[src/rtl/sref_pkg.sv]
package sref_pkg;

   typedef enum logic [2:0] {
      CMD_NOP  = 3'd0,
      CMD_PALL = 3'd1,
      CMD_REF  = 3'd2,
      CMD_SELF = 3'd3,
      CMD_SRX  = 3'd4
   } sd_cmd_e;

   typedef enum logic [3:0] {
      ST_NORM,
      ST_DRAIN,
      ST_PALL,
      ST_TRP,
      ST_SELF,
      ST_SREF,
      ST_SRX,
      ST_REF,
      ST_TRC
   } seq_st_e;

endpackage

[src/rtl/sref_wait_timer.sv]
// Down-counting gap timer: load a count, then last is high on the final idle cycle.
module sref_wait_timer #(
   parameter int W = 2
) (
   input  logic         clk,
   input  logic         rst_n,
   input  logic         load,
   input  logic [W-1:0] load_val,
   output logic         last
);

   localparam logic [W-1:0] ONE = W'(1);

   logic [W-1:0] rem;

   always_ff @(posedge clk or negedge rst_n) begin
      if (!rst_n) begin
         rem <= '0;
      end else if (load) begin
         rem <= load_val;
      end else if (rem != '0) begin
         rem <= rem - ONE;
      end
   end

   assign last = (rem <= ONE);

endmodule

[src/rtl/sref_refresh_timer.sv]
// Free-running refresh interval counter with preload and a sticky request.
module sref_refresh_timer #(
   parameter int CNT_W = 10
) (
   input  logic             clk,
   input  logic             rst_n,
   input  logic             clr,
   input  logic             run,
   input  logic             load,
   input  logic [CNT_W-1:0] load_val,
   input  logic [CNT_W-1:0] cmp,
   input  logic             drop,
   output logic             req
);

   localparam logic [CNT_W-1:0] ONE = CNT_W'(1);

   logic [CNT_W-1:0] cnt;
   logic [CNT_W-1:0] cnt_inc;

   assign cnt_inc = cnt + ONE;

   always_ff @(posedge clk or negedge rst_n) begin
      if (!rst_n) begin
         cnt <= '0;
         req <= 1'b0;
      end else if (clr) begin
         cnt <= '0;
         req <= 1'b0;
      end else begin
         if (drop) begin
            req <= 1'b0;
         end
         if (load) begin
            cnt <= load_val;
         end else if (run) begin
            if (cnt_inc == cmp) begin
               cnt <= '0;
               req <= 1'b1;
            end else begin
               cnt <= cnt_inc;
            end
         end
      end
   end

endmodule

[src/rtl/sdram_selfref_ctrl.sv]
module sdram_selfref_ctrl
   import sref_pkg::*;
#(
   parameter int CNT_W          = 10,
   parameter int WAIT_W         = 2,
   parameter bit CKE_REGISTERED = 1'b1
) (
   input  logic              clk,
   input  logic              por_n,
   input  logic              mrst,
   input  logic              standby,
   input  logic              refresh_en,
   input  logic              self_mode,
   input  logic [WAIT_W-1:0] trp_wait,
   input  logic [WAIT_W-1:0] trc_wait,
   input  logic              cnt_load,
   input  logic [CNT_W-1:0]  cnt_load_val,
   input  logic [CNT_W-1:0]  cnt_cmp,
   input  logic              bank_pc_done,
   input  logic              acc_active,
   output logic [2:0]        sd_cmd,
   output logic              sd_cke,
   output logic              busy
);

   localparam logic [WAIT_W-1:0] GAP_NONE = '0;

   generate
      if (CNT_W < 2 || CNT_W > 24) begin : g_bad_cnt_w
         $error("sdram_selfref_ctrl: CNT_W out of range");
      end
      if (WAIT_W < 1 || WAIT_W > 8) begin : g_bad_wait_w
         $error("sdram_selfref_ctrl: WAIT_W out of range");
      end
   endgenerate

   seq_st_e           st, st_nxt;
   logic              is_self;
   logic              is_self_nxt;
   logic              gap_load;
   logic [WAIT_W-1:0] gap_val;
   logic              gap_last;
   logic              ref_req;
   logic              ref_ack;
   logic              cnt_run;
   logic              want_self;
   logic              want_ref;

   // Refresh interval timer
   assign cnt_run = refresh_en && !self_mode && !standby;
   assign ref_ack = (st == ST_NORM) && (st_nxt != ST_NORM);

   sref_refresh_timer #(.CNT_W(CNT_W)) u_rtimer (
      .clk      (clk),
      .rst_n    (por_n),
      .clr      (mrst),
      .run      (cnt_run),
      .load     (cnt_load),
      .load_val (cnt_load_val),
      .cmp      (cnt_cmp),
      .drop     (ref_ack || !refresh_en),
      .req      (ref_req)
   );

   // Gap timer shared by the precharge and row-cycle waits
   assign gap_load = (st == ST_PALL) || (st == ST_SRX) || (st == ST_REF);
   assign gap_val  = (st == ST_PALL) ? trp_wait : trc_wait;

   sref_wait_timer #(.W(WAIT_W)) u_gap (
      .clk      (clk),
      .rst_n    (por_n),
      .load     (gap_load),
      .load_val (gap_val),
      .last     (gap_last)
   );

   // Sequencer
   assign want_self = refresh_en && self_mode;
   assign want_ref  = ref_req && refresh_en && !self_mode && !acc_active;

   always_comb begin
      st_nxt      = st;
      is_self_nxt = is_self;
      unique case (st)
         ST_NORM: begin
            if (want_self) begin
               st_nxt      = ST_DRAIN;
               is_self_nxt = 1'b1;
            end else if (want_ref) begin
               st_nxt      = ST_DRAIN;
               is_self_nxt = 1'b0;
            end
         end
         ST_DRAIN: if (bank_pc_done) st_nxt = ST_PALL;
         ST_PALL: begin
            if (trp_wait == GAP_NONE) st_nxt = is_self ? ST_SELF : ST_REF;
            else                      st_nxt = ST_TRP;
         end
         ST_TRP:  if (gap_last) st_nxt = is_self ? ST_SELF : ST_REF;
         ST_SELF: st_nxt = ST_SREF;
         ST_SREF: if (!self_mode) st_nxt = ST_SRX;
         ST_SRX, ST_REF: begin
            if (trc_wait == GAP_NONE) st_nxt = ST_NORM;
            else                      st_nxt = ST_TRC;
         end
         ST_TRC:  if (gap_last) st_nxt = ST_NORM;
         default: st_nxt = ST_NORM;
      endcase
   end

   always_ff @(posedge clk or negedge por_n) begin
      if (!por_n) begin
         st      <= ST_NORM;
         is_self <= 1'b0;
      end else begin
         st      <= st_nxt;
         is_self <= is_self_nxt;
      end
   end

   // Command decode
   always_comb begin
      unique case (st)
         ST_PALL: sd_cmd = CMD_PALL;
         ST_SELF: sd_cmd = CMD_SELF;
         ST_SRX:  sd_cmd = CMD_SRX;
         ST_REF:  sd_cmd = CMD_REF;
         default: sd_cmd = CMD_NOP;
      endcase
   end

   assign busy = (st != ST_NORM);

   // Clock enable: same timing either way, choice is glitch-free register or fewer flops
   generate
      if (CKE_REGISTERED) begin : g_cke_reg
         logic cke_q;
         always_ff @(posedge clk or negedge por_n) begin
            if (!por_n) cke_q <= 1'b1;
            else        cke_q <= !((st_nxt == ST_SELF) || (st_nxt == ST_SREF));
         end
         assign sd_cke = cke_q;
      end else begin : g_cke_comb
         assign sd_cke = !((st == ST_SELF) || (st == ST_SREF));
      end
   endgenerate

endmodule

[config.mk]
export PLATFORM = sky130hd
export DESIGN_NAME = sdram_selfref_ctrl
export DESIGN_NICKNAME = d
export VERILOG_FILES = /design/src/rtl/sref_pkg.sv /design/src/rtl/sref_wait_timer.sv /design/src/rtl/sref_refresh_timer.sv /design/src/rtl/sdram_selfref_ctrl.sv
export SDC_FILE = /design/constraint.sdc
export NUM_CORES = 1
export LEC_CHECK = 0
export ABC_AREA = 0
export CORE_MARGIN = 4
export CORE_UTILIZATION = 45
export CTS_CLUSTER_SIZE = 24
export DETAILED_ROUTE_END_ITERATION = 7
export PLACE_DENSITY = 0.77
export SETUP_SLACK_MARGIN = 0.15
export SLEW_MARGIN = 0
export SYNTH_ARGS = -nofsm -noshare
export SYNTH_HDL_FRONTEND = slang
export SYNTH_SLANG_ARGS = --single-unit
[constraint.sdc]
create_clock -name clk -period 1.84 [get_ports clk]
set_input_delay 0.184 -clock clk [delete_from_list [all_inputs] [get_ports clk]]
set_output_delay 0.184 -clock clk [all_outputs]
set_load 0.01 [all_outputs]
==> results of run 1 <==
## cell usage in the layout, fill, tap and decap left out, types with 5 or more instances in the layout
master | netlist | final
a32oi_1 | 6 | 6
nand2_1 | 19 | 19
xnor2_1 | 10 | 8
nor3_1 | 6 | 6
a21oi_1 | 6 | 5
inv_1 | 11 | 10
and3_1 | 5 | 5
dfrtp_1 | 18 | 12
nor2_1 | 16 | 15
nor4_1 | 6 | 6
dfrtp_2 | 0 | 6
nand3_1 | 6 | 5
o21ai_0 | 7 | 7
o22ai_1 | 8 | 8
buf_4 | 2 | 47
xor2_1 | 6 | 5
clkdlybuf4s50_1 | 0 | 33
## kinds of logic after synthesis
kind of cell,synth area share
XOR/XNOR,0.0984
AO/OA/AOI/OAI,0.230
buffers and inverters,0.0622
adder cells (fa/ha/maj),0.0236
AND/OR/NAND/NOR,0.269
flip-flops,0.300
multiplexers,0.0165
## stage by stage
stage                     setup slack, ps  setup TNS, ps  instance area, um^2
after global placement               -267          -2220                 2240
after CTS                           -78.8           -702                 2370
after detailed placement             -318          -2770                 2240
after global routing                 -239          -1960                 2470
after floorplan                      6.50              0                 1630
final                                -146           -997                 2470
## state kept, by name (all words and copies together), names as in the netlist
name / count
u_rtimer.req: 1
is_self: 1
u_gap.rem: 2
st: 4
u_rtimer.cnt: 10
sd_cke: 1
## worst max-delay path: cells and delay by family (launching register included)
family                   cells  cell delay, ps
adder cells (fa/ha/maj)      1             210
AO/OA/AOI/OAI                2             400
flip-flops                   1             480
XOR/XNOR                     2             310
AND/OR/NAND/NOR              2             290
buffers and inverters        1             180
## what timing repair did
action,CTS,global route
setup endpoints to repair,15,15
pin swaps,8,15
buffers inserted,7,8
resized for setup,15,15
gates cloned,2,0
## routing by layer
| metal | vias to the layer above | global-route usage | routed length (um) |
|---|---|---|---|
| li1 | 836 | - | - |
| met1 | 842 | 0.281 | 2130 |
| met2 | 54 | 0.355 | 2370 |
| met3 | 4 | 0.0283 | 225 |
| met4 | 0 | 0.0456 | 34 |
| met5 | - | 0 | 0 |
## report_power, final
| group | switching (mW) | internal [mW] | total [mW] |
|---|---|---|---|
| Sequential | 0.0909 | 0.512 | 0.603 |
| Clock | 0.137 | 0.0825 | 0.219 |
| Combinational | 0.526 | 0.530 | 1.06 |
| Total | 0.754 | 1.12 | 1.88 |
## final cells by class
| cell class | instances | area share |
|---|---|---|
| timing repair buffer | 84 | 0.286 |
| inverter | 11 | 0.0167 |
| sequential | 19 | 0.196 |
| tap | 46 | 0.0233 |
| multi-input combinational | 147 | 0.467 |
| clock buffer | 3 | 0.00910 |
| clock inverter | 1 | 0.00303 |
## worst min path at each step
stage | endpoint | slack, ps | depth (start not counted)
after floorplan | is_self | -110 | 0
after global placement | is_self | 510 | 2
after detailed placement | is_self | 530 | 2
after CTS | is_self | 210 | 2
after global routing | u_gap.rem[1] | 200 | 2
final | u_rtimer.cnt[0] | 200 | 2
==> impl_metrics.toml, run 1 <==
[outcome]
status = "complete, but fails checks"
violations = "negative setup slack"

[timing]
fin_crit_sh = 1.08
tightestPinTransition_ps = 409
slew_viol_final = 0
finClkSkew_ps = 5.30
final-hold-violation-count = 0
rsz0062_at_grt = "yes"
setup_viol = 11
fin_ws_ps = -146
worst_slew_margin_rel = 0.726
fmax_mhz = 504
hold_ws_ps = 204
fin_crit_ps = 1990

[placement]
io_buffers = 37
hpwl_um = 3370
gp_congestion = 0.835
dp.cells = 290

[yosys]
ys_ff_latch = 19
synth_most_common_cell = "nand2_1"
synth_top_area_share = 0.283
synth-warning-count = 0
synth_async_sr_flop_share = 1.00
synth_area_leaders = "dfrtp_1, xnor2_1, nand2_1"
synth_cell_types = 51
yosys-top-cells-count = "nand2_1, dfrtp_1, nor2_1"
synth_top_cell_by_area = "dfrtp_1"
yosysSeqAreaShare = 0.300
syn_area_per_cell_um2 = 8.59
synth-edff-count = 0
synth_cells = 185
synth_area_um2 = 1590
synthFlopType = "dfrtp_1"
syn_nets = 221

[floorplanning]
start_util = 0.472
ios = 38
rows = 21
die_w_um = 67.4
core-area_um2 = 3360
die_h_um = 67.4
dieArea_um2 = 4550

[detailed_routing]
drt_iter0_markers = 115
postRouteWirelength_um = 4760
drt-wirelength-per-cell_um = 15.3
drc = 0
antenna_left = 0
drt-vias-per-instance = 5.58
vias = 1736
dr.pass1.iters = 4

[cts]
htree_levels = 1
clkLatencyLatePin_ps = 300
cts-buffers-inserted = 3
cts_root_buf = "clkbuf_4"
clockBufferDepth = 2
path_clk_slew_ps = 120
ctsHoldBuffers = 0
clock_sinks = 19
tritoncts = "built"

[setup_path]
cp_max_fo = 5
startpoint = "u_rtimer.cnt[0]"
reg2reg_from = "u_rtimer.cnt[0]"
r2r_end = "u_rtimer.cnt[6]"
path_common_cell = "xnor2_2"
endpoint = "u_rtimer.cnt[6]"
cp-start-kind = "register"
endpoint_kind = "register"
crit_type = "reg2reg"
crit_chain = "ha_4 > xnor2_2 > xnor2_2 > nor4_4 > buf_4 > o2111ai_4 > o22ai_1 > nand2_1"
rrSetupSlack_ps = -150
cp_slowest_cell = "dfrtp_2"
arrival_ps = 2170
cpPeakStageDelay_ps = 480
worst_ep_required_time_ps = 2020
ff2ff_path_depth = 8

[layout]
antenna_cells = 0
multi_input_area_um2 = 1150
regArea_um2 = 484
final_util = 0.736
fill_cells = 255
final_cell_count_no_fill = 311
finalNetCount = 302
area_delta_synth_final_pct = 55.7
drive_gt1_frac = 0.351

[power_and_ir_drop]
leakagePower_nw = 1.05
vdd_ir_drop_max_mv = 0.794
powerDensity_nw_per_um2 = 759
total_power_mw = 1.88

[global_route]
grt_max_degree = 20
grt_pass1_vias = 1597
grt_overflow = 0
antenna_found_initial = 0
track_usage = 0.209
grt_pass1_wl_um = 7200

[min_path]
hold_path.class = "in2async"

[flow_run]
cap_violations = 0
Power figures use the tool's default switching activity.
==> run 2, diff against run 1 <==
SLEW_MARGIN = 30   (was 0)
==> results of run 2 <==
No change in the layout: final DEF, timing and power equal those of run 1.
